$ cat config.mk
export PLATFORM = sky130hd
export DESIGN_NAME = dp_alu
export DESIGN_NICKNAME = d
export VERILOG_FILES = /design/src/rtl/dp_alu_pkg.sv /design/src/rtl/dp_alu_adder.sv /design/src/rtl/dp_alu_logic.sv /design/src/rtl/dp_alu_flags.sv /design/src/rtl/dp_alu.sv
export SDC_FILE = /design/constraint.sdc
export NUM_CORES = 1
export LEC_CHECK = 0
export ABC_CLOCK_PERIOD_IN_PS = 8900
export BUFFER_PORTS_ARGS = -buffer_cell sky130_fd_sc_hd__buf_4
export CAP_MARGIN = 0
export CELL_PAD_IN_SITES_DETAIL_PLACEMENT = 1
export CELL_PAD_IN_SITES_GLOBAL_PLACEMENT = 2
export CORE_ASPECT_RATIO = 1.75
export CORE_MARGIN = 1
export CORE_UTILIZATION = 28
export DETAILED_ROUTE_END_ITERATION = 12
export PLACE_DENSITY = 0.91
export SLEW_MARGIN = 20
export SYNTH_ARGS = -nofsm -noshare
export SYNTH_HDL_FRONTEND = slang
export SYNTH_SLANG_ARGS = --single-unit
$ cat constraint.sdc
create_clock -name vclk -period 8.9
set_input_delay 1.78 -clock vclk [all_inputs]
set_output_delay 1.78 -clock vclk [all_outputs]
set_load 0.05 [all_outputs]
$ cat src/rtl/dp_alu_pkg.sv
package dp_alu_pkg;

  typedef enum logic [3:0] {
    OP_AND = 4'd0,  OP_EOR = 4'd1,  OP_SUB = 4'd2,  OP_RSB = 4'd3,
    OP_ADD = 4'd4,  OP_ADC = 4'd5,  OP_SBC = 4'd6,  OP_RSC = 4'd7,
    OP_TST = 4'd8,  OP_TEQ = 4'd9,  OP_CMP = 4'd10, OP_CMN = 4'd11,
    OP_ORR = 4'd12, OP_MOV = 4'd13, OP_BIC = 4'd14, OP_MVN = 4'd15
  } alu_op_e;

  typedef struct packed {
    logic n;
    logic z;
    logic c;
    logic v;
  } alu_flags_t;

  // Test-only operations: flags change, no register write.
  function automatic logic op_is_test(input logic [3:0] op);
    return op[3:2] == 2'b10;
  endfunction

  // Operations whose result comes from the adder.
  function automatic logic op_is_arith(input logic [3:0] op);
    logic r;
    case (op)
      OP_SUB, OP_RSB, OP_ADD, OP_ADC,
      OP_SBC, OP_RSC, OP_CMP, OP_CMN: r = 1'b1;
      default:                        r = 1'b0;
    endcase
    return r;
  endfunction

  // Adder steering: swap operands, invert second adder input, carry-in source.
  typedef enum logic [1:0] {CIN_ZERO, CIN_ONE, CIN_FLAG} cin_src_e;

  typedef struct packed {
    logic     swap;
    logic     invert;
    cin_src_e cin;
  } add_ctl_t;

  function automatic add_ctl_t adder_control(input logic [3:0] op);
    add_ctl_t k;
    k = '{swap: 1'b0, invert: 1'b0, cin: CIN_ZERO};
    case (op)
      OP_SUB, OP_CMP: k = '{swap: 1'b0, invert: 1'b1, cin: CIN_ONE};
      OP_RSB:         k = '{swap: 1'b1, invert: 1'b1, cin: CIN_ONE};
      OP_ADC:         k = '{swap: 1'b0, invert: 1'b0, cin: CIN_FLAG};
      OP_SBC:         k = '{swap: 1'b0, invert: 1'b1, cin: CIN_FLAG};
      OP_RSC:         k = '{swap: 1'b1, invert: 1'b1, cin: CIN_FLAG};
      default:        k = '{swap: 1'b0, invert: 1'b0, cin: CIN_ZERO};
    endcase
    return k;
  endfunction

endpackage

$ cat src/rtl/dp_alu_adder.sv
module dp_alu_adder
  import dp_alu_pkg::*;
#(
  parameter int WIDTH = 32
) (
  input  logic [3:0]       op,
  input  logic [WIDTH-1:0] a,
  input  logic [WIDTH-1:0] b,
  input  logic             carry_flag,
  output logic [WIDTH-1:0] sum,
  output logic             carry_out,
  output logic             overflow
);

  localparam int MSB = WIDTH - 1;

  add_ctl_t         ctl;
  logic [WIDTH-1:0] x_in;
  logic [WIDTH-1:0] y_in;
  logic             c_in;
  logic [WIDTH:0]   full;

  // Signed overflow: both adder inputs agree in sign and the sum disagrees.
  function automatic logic signed_ovf(input logic xs, input logic ys, input logic ss);
    return (xs == ys) && (ss != xs);
  endfunction

  always_comb begin
    ctl  = adder_control(op);
    x_in = ctl.swap ? b : a;
    y_in = ctl.swap ? a : b;
    if (ctl.invert) y_in = ~y_in;
    case (ctl.cin)
      CIN_ONE:  c_in = 1'b1;
      CIN_FLAG: c_in = carry_flag;
      default:  c_in = 1'b0;
    endcase
    full      = {1'b0, x_in} + {1'b0, y_in} + {{WIDTH{1'b0}}, c_in};
    sum       = full[MSB:0];
    carry_out = full[WIDTH];
    overflow  = signed_ovf(x_in[MSB], y_in[MSB], full[MSB]);
  end

endmodule

$ cat src/rtl/dp_alu_logic.sv
module dp_alu_logic
  import dp_alu_pkg::*;
#(
  parameter int WIDTH = 32
) (
  input  logic [3:0]       op,
  input  logic [WIDTH-1:0] a,
  input  logic [WIDTH-1:0] b,
  output logic [WIDTH-1:0] res
);

  always_comb begin
    case (op)
      OP_AND, OP_TST: res = a & b;
      OP_EOR, OP_TEQ: res = a ^ b;
      OP_ORR:         res = a | b;
      OP_MOV:         res = b;
      OP_BIC:         res = a & ~b;
      OP_MVN:         res = ~b;
      default:        res = '0;
    endcase
  end

endmodule

$ cat src/rtl/dp_alu_flags.sv
module dp_alu_flags
  import dp_alu_pkg::*;
#(
  parameter int WIDTH = 32
) (
  input  logic [3:0]       op,
  input  logic [WIDTH-1:0] value,
  input  logic             add_carry,
  input  logic             add_ovf,
  input  logic             shift_carry,
  input  logic             set_flags,
  input  alu_flags_t       flags_in,
  output alu_flags_t       flags_out,
  output logic             update
);

  localparam int MSB = WIDTH - 1;

  alu_flags_t fresh;

  always_comb begin
    update  = set_flags | op_is_test(op);
    fresh.n = value[MSB];
    fresh.z = ~|value;
    if (op_is_arith(op)) begin
      fresh.c = add_carry;
      fresh.v = add_ovf;
    end else begin
      fresh.c = shift_carry;
      fresh.v = flags_in.v;
    end
    flags_out = update ? fresh : flags_in;
  end

endmodule

$ cat src/rtl/dp_alu.sv
module dp_alu
  import dp_alu_pkg::*;
#(
  parameter int WIDTH = 32
) (
  input  logic [WIDTH-1:0] op_a,
  input  logic [WIDTH-1:0] op_b,
  input  logic [3:0]       opcode,
  input  logic             set_flags,
  input  logic [3:0]       flags_in,
  input  logic             shift_carry,
  output logic [WIDTH-1:0] result,
  output logic             result_we,
  output logic [3:0]       flags_out
);

  // Named internal events, visible to the bound checker.
  logic [WIDTH-1:0] arith_sum;
  logic             arith_carry;
  logic             arith_ovf;
  logic [WIDTH-1:0] logic_res;
  logic             sel_arith;
  logic             flag_update;
  alu_flags_t       fl_in;
  alu_flags_t       fl_out;

  assign fl_in = alu_flags_t'(flags_in);

  dp_alu_adder #(.WIDTH(WIDTH)) adder_i (
    .op         (opcode),
    .a          (op_a),
    .b          (op_b),
    .carry_flag (fl_in.c),
    .sum        (arith_sum),
    .carry_out  (arith_carry),
    .overflow   (arith_ovf)
  );

  dp_alu_logic #(.WIDTH(WIDTH)) logic_i (
    .op  (opcode),
    .a   (op_a),
    .b   (op_b),
    .res (logic_res)
  );

  always_comb begin
    sel_arith = op_is_arith(opcode);
    result    = sel_arith ? arith_sum : logic_res;
    result_we = ~op_is_test(opcode);
  end

  dp_alu_flags #(.WIDTH(WIDTH)) flags_i (
    .op          (opcode),
    .value       (result),
    .add_carry   (arith_carry),
    .add_ovf     (arith_ovf),
    .shift_carry (shift_carry),
    .set_flags   (set_flags),
    .flags_in    (fl_in),
    .flags_out   (fl_out),
    .update      (flag_update)
  );

  assign flags_out = fl_out;

endmodule


# Yosys cells after proc, flatten, opt, wreduce, memory -nomap -nowiden
# Memory sizes are Yosys's and may differ from the RTL's.
# Index checks and enable logic that the tools add are counted.
classes:
  eq_ne: 18
  n_addsub: 2
  n_reduce_logical: 7
  n_mux: 9
  bitwise_logic: 8
ops:
  columns: ["operator", "n"]
  rows:
  - ["$pmux W32 S6", 1]
  - ["$mux W32", 4]
  - ["$and A32 B32 Y32", 2]
  - ["$not A32 Y32", 2]
  - ["$add A32 B32 Y33", 1]
  - ["$add A33 B1 Y33", 1]
  - ["$or A32 B32 Y32", 1]
  - ["$reduce_or A32 Y1", 1]
  - ["$xor A32 B32 Y32", 1]
  - ["$eq A4 B4 Y1 const B", 7]
  - ["$pmux W4 S5", 1]
  - ["$eq A4 B3 Y1 const B", 3]
  - ["$eq A4 B2 Y1 const B", 2]
  - ["$reduce_or A2 Y1", 3]
  - ["$eq A2 B2 Y1 const B", 2]
  - ["$eq A4 B1 Y1 const B", 1]
  - ["$logic_not A4 Y1", 1]
  - ["$mux W4", 1]
  - ["$eq A2 B1 Y1 const B", 1]
  - ["$mux W2", 1]
  - ["$pmux W1 S2", 1]
  - ["$eq A1 B1 Y1", 1]
  - ["$logic_and A1 B1 Y1", 1]
  - ["$logic_not A1 Y1", 1]
  - ["other kinds (3)", 3]
totals:
  memories: 2
  word_cells: 46
  out_inout_bits: 37
  romBits: 32
  in_bits: 74
  reg_bits: 0
mem_list:
  columns: ["memory", "words", "width", "rd", "rd_clocked_by_memory_dff", "write_ports", "line", "rtl"]
  rows:
  - ["(name not given)", 16, 1, 1, 0, 0, "dp_alu_pkg.sv:25", "case (op)"]
  - ["(name not given)", 16, 1, 1, 0, 0, "dp_alu_pkg.sv:25", null]

# Longest topological paths before layout
logic_depth:
  ltp_word: 12
  ltp_mapped: 23
  ltp_nobuf: 20

# By module
# From an unflattened synthesis, not the netlist that was laid out.
unflattened:
  cells_unflattened: 722
  area_unflattened_um2: 5967.0
modules_own_cells:
  columns: ["module", "area_each_um2", "seq_area_each_um2", "cells_per_inst", "instances"]
  rows:
  - ["dp_alu_adder", 2875.3, 0.0, 366, 1]
  - ["dp_alu_logic", 2519.9, 0.0, 294, 1]
  - ["dp_alu", 412.9, 0.0, 38, 1]
  - ["dp_alu_flags", 158.9, 0.0, 24, 1]

# Worst setup path before layout
# No wires, ideal clock.
synth_timing:
  path_type: "input-to-output"
  from: "in opcode[1]"
  to: "out flags_out[2]"
  path_slack_ps: -698
  path_buffers: 6
  arrival_time_ps: 7818
  t_required_ps: 7120
  path_stages: 22
  cell_sequence: "clkbuf_1 -> clkbuf_1 -> clkbuf_1 -> clkbuf_1 -> nand3_1 -> clkbuf_1 -> clkbuf_1 -> a21oi_1 -> xnor2_1 -> fa_1 -> inv_1 -> fa_1 -> a21oi_1 -> o21ai_1 -> a311o_4 -> a2111oi_2 -> a211oi_1 -> a211oi_1 -> a2111oi_0 -> o2111ai_1 -> or4_1 -> nand2_1"
synth_via:
  elab_chain_len: 12
  elab_cells_between_ends: 33
  classes_between: "2 x add/sub; 15 x eq/ne; 8 x mux; 1 x bitwise; 6 x reduce/logical; 1 x memory"
synth_lines:
  columns: ["element", "line", "rtl"]
  rows:
  - ["start: declaration", "dp_alu.sv:8", "input logic [3:0] opcode,"]
  - ["$eq A4 B2 Y1 or $eq A4 B4 Y1 (tied branches)", "dp_alu_pkg.sv:45", "case (op)"]
  - ["$reduce_or A2 Y1", "dp_alu_pkg.sv:45", null]
  - ["$pmux W4 S5", "dp_alu_pkg.sv:45", null]
  - ["$mux W32", "dp_alu_adder.sv:31", "y_in = ctl.swap ? a : b;"]
  - ["$not A32 Y32", "dp_alu_adder.sv:32", "if (ctl.invert) y_in = ~y_in;"]
  - ["$mux W32", "dp_alu_adder.sv:32", null]
  - ["$add A32 B32 Y33", "dp_alu_adder.sv:38", "full = {1'b0, x_in} + {1'b0, y_in} + {{WIDTH{1'b0}}, c_in};"]
  - ["$add A33 B1 Y33", "dp_alu_adder.sv:38", null]
  - ["$mux W32 *", "dp_alu.sv:48", "result = sel_arith ? arith_sum : logic_res;"]
  - ["via result[24]", "dp_alu.sv:12", "output logic [WIDTH-1:0] result,"]
  - ["$reduce_or A32 Y1 *", "dp_alu_flags.sv:24", "fresh.z = ~|value;"]
  - ["$logic_not A1 Y1 *", "dp_alu_flags.sv:24", null]
  - ["$mux W4 *", "dp_alu_flags.sv:32", "flags_out = update ? fresh : flags_in;"]
  - ["end: declaration", "dp_alu.sv:14", "output logic [3:0] flags_out"]
# The timed path passes the listed nets; every way through them passes the cells marked *.

# Worst setup path in the final report
layout_timing:
  from: "in opcode[1]"
  to: "out flags_out[2]"
layout_via:
  elab_chain_len: 12
  elab_cells_between_ends: 33
  classes_between: "2 x add/sub; 15 x eq/ne; 8 x mux; 1 x bitwise; 6 x reduce/logical; 1 x memory"
layout_lines:
  columns: ["element", "line"]
  rows:
  - ["$eq A4 B2 Y1 or $eq A4 B4 Y1 (tied branches)", "dp_alu_pkg.sv:45"]
  - ["$reduce_or A2 Y1", "dp_alu_pkg.sv:45"]
  - ["$pmux W4 S5", "dp_alu_pkg.sv:45"]
  - ["$mux W32", "dp_alu_adder.sv:31"]
  - ["$not A32 Y32", "dp_alu_adder.sv:32"]
  - ["$mux W32", "dp_alu_adder.sv:32"]
  - ["$add A32 B32 Y33", "dp_alu_adder.sv:38"]
  - ["$add A33 B1 Y33", "dp_alu_adder.sv:38"]
  - ["$mux W32 *", "dp_alu.sv:48"]
  - ["$reduce_or A32 Y1 *", "dp_alu_flags.sv:24"]
  - ["$logic_not A1 Y1 *", "dp_alu_flags.sv:24"]
  - ["$mux W4 *", "dp_alu_flags.sv:32"]
# Mark *: on every way between the ends. The rest lies on a longest branch, timed or not.

==> qor.yml <==
place.detailed.instances: 1232
postRouteWirelength_um: 26000
max_slew.worst_pin.slew_ns: 0.976
crit_buf_inv: 4
layout_overhead_on_the_synthesized_area_pct: 20.5
drive_above_1_share: 0.168
finished_layout_cells: 1232
slew-limit-headroom: 0.341
cp_data_arrival_time_ns: 6.78
setup_viol_count_final: 0
data_required_time_at_the_worst_endpoint_ns: 7.12
finalWeightedCongestion: 0.975
first_iter_violations: 337
max_cap_violations: 0
internal_power_mw: 0.291
final_common_cell: "sky130_fd_sc_hd__buf_4"
hold_class: "in2out"
final-hold-violation-count: 0
hold_slack_ns: 3.91
synth_warnings: 0
number_of_global_route_vias_before_repair: 7579
antenna-diode-count: 0
most-common-layout-cells: "134 x sky130_fd_sc_hd__buf_4, 115 x sky130_fd_sc_hd__a21oi_1, 101 x sky130_fd_sc_hd__nand2_1"
peakVddDrop_v: 0.0000660
syn_area_per_cell_sq_um: 6.12
drt_pass1_iterations: 5
setup_repair_after_global_routing_missed_its_margin: "false"
synthesis.instances: 915
detail_route.vias_per_cell: 5.84
grt_overflow_total: 0
post-route-worst-setup-slack_ns: 0.340
synth.lib_cells_used.distinct: 72
die_x_um: 109
outcome: "completed"
power_switching_share: 0.658
worst_path_max_delay_cell: "sky130_fd_sc_hd__o41ai_1"
grt_pass1_wl_um: 40100
detailroute.via_count: 7191
seq_power_share: 0
powerDensity_nw_per_um2: 126
cts_hold_repair.buffers: 0
worstSetupPathType: "in2out"
n_clock_buffer: 0
synthesis.area_sq_um: 5600
global_route.peak_usage_layer: "met2"
design.core.area_sq_um: 19700
post-cts-setup-buffers: 0
post-place-ws_ns: 0.388
crit_chain: "buf_4, buf_4, nand3_4, buf_12, o21ai_0, xnor2_1, ha_1, a21oi_1, o21ai_0, o41ai_1, a31oi_1, a311oi_1, xor2_1, o2111ai_1, or4_1, nand2_2, buf_4"
worstSetupEndpointType: "output pin"
p_switching_mw: 0.559
critPathMostFrequentCell: "sky130_fd_sc_hd__buf_4"
achievable-frequency_mhz: 117
final_net_count: 1130
largest_net_degree_at_the_start_of_global_routing: 53
placement.io_buffers: 111
clock_power_share: 0
total_leakage_power_nw: 3.09
grt_antenna_before_repair: 0
final_report_max_slew_violation_count: 0
finalCritPeriodShare: 0.962
num_rows: 68
crit_family: "compound AO/OA/AOI/OAI gates"
global_route.usage.met3: 0.0124
stdcell_area_sq_um: 6740
die_height_um: 189
drc: 0
layout.sequential_cells: 0
io-pin-count: 111
critical_path.startpoint_type: "primary input"
layout.area.seq_sq_um: 0
cp_slowest_stage_delay_ns: 0.82
fin_setup_tns_ns: 0
fin_crit_ns: 8.56
grtUsageTotal: 0.250
detail-route-antenna-nets: 0
register_area_share_after_synthesis: 0
crit_path_max_fanout: 49
hpwl_um: 21200
combPwrFrac: 1.000
die-area_sq_um: 20600
gr-usage-met2: 0.479
synthesized_netlist_net_count: 1056
placement.cell_area_sq_um: 6740
post_cts.resized_instances: 0
report.power.total_mw: 0.851
start_util: 0.285
grt.met1_usage: 0.260
post_drt_wl_per_cell_um: 21.1
final_cell_utilization_of_the_core: 0.343
-- per-layer routing --
metal  wire, um  part of all wire  vias up
li1           -                 -     3439
met1       9610              0.37     3489
met2      13800              0.53      195
met3        886             0.034       68
met4       1690             0.065        0
met5          0                 0        -
-- tightest hold or removal path, stage by stage --
cell and delay, ns:
sky130_fd_sc_hd__buf_4 0.08, sky130_fd_sc_hd__nand2_1 0.05, sky130_fd_sc_hd__nand2_2 0.05, sky130_fd_sc_hd__buf_4 0.18
-- synth_stat cells, drive strengths merged (14+ instances only) --
cell / number / area (sq um)
inv: 79 / 297
nand3: 14 / 70.1
a21oi: 115 / 576
clkbuf: 50 / 188
xor2: 44 / 385
ha: 65 / 813
nor3: 14 / 70.1
o21ai: 89 / 445
nand2: 103 / 387
xnor2: 23 / 201
buf: 14 / 76.3
nor2: 90 / 338
-- worst paths after layout --
path,start,end,slack (ns),cells past startpoint
worst max-delay path,opcode[1],flags_out[2],0.34,17
worst min-delay path,flags_in[2],flags_out[2],3.91,4
-- cell families after synthesis --
| group | share of synthesized area |
|---|---|
| buffers and inverters | 0.101 |
| adder cells (fa/ha/maj) | 0.153 |
| AO/OA/AOI/OAI | 0.391 |
| AND/OR/NAND/NOR | 0.233 |
| multiplexers | 0.0183 |
| XOR/XNOR | 0.105 |
-- power by group through the flow --
stage	combinational, mW	clock (mW)	sequential (mW)
detailed placement	0.847	0	0
floorplan	0.582	0	0
finish	0.851	0	0
CTS	0.850	0	0
global route	0.910	0	0
global placement	0.837	0	0
-- layout make-up --
cell class | instances | area (sq um)
timing repair buffer | 136 | 1050
fill | 2610 | 12900
tap | 245 | 307
multi-input combinational | 771 | 5090
inverter | 80 | 300
(Power assumes the default switching activity.)
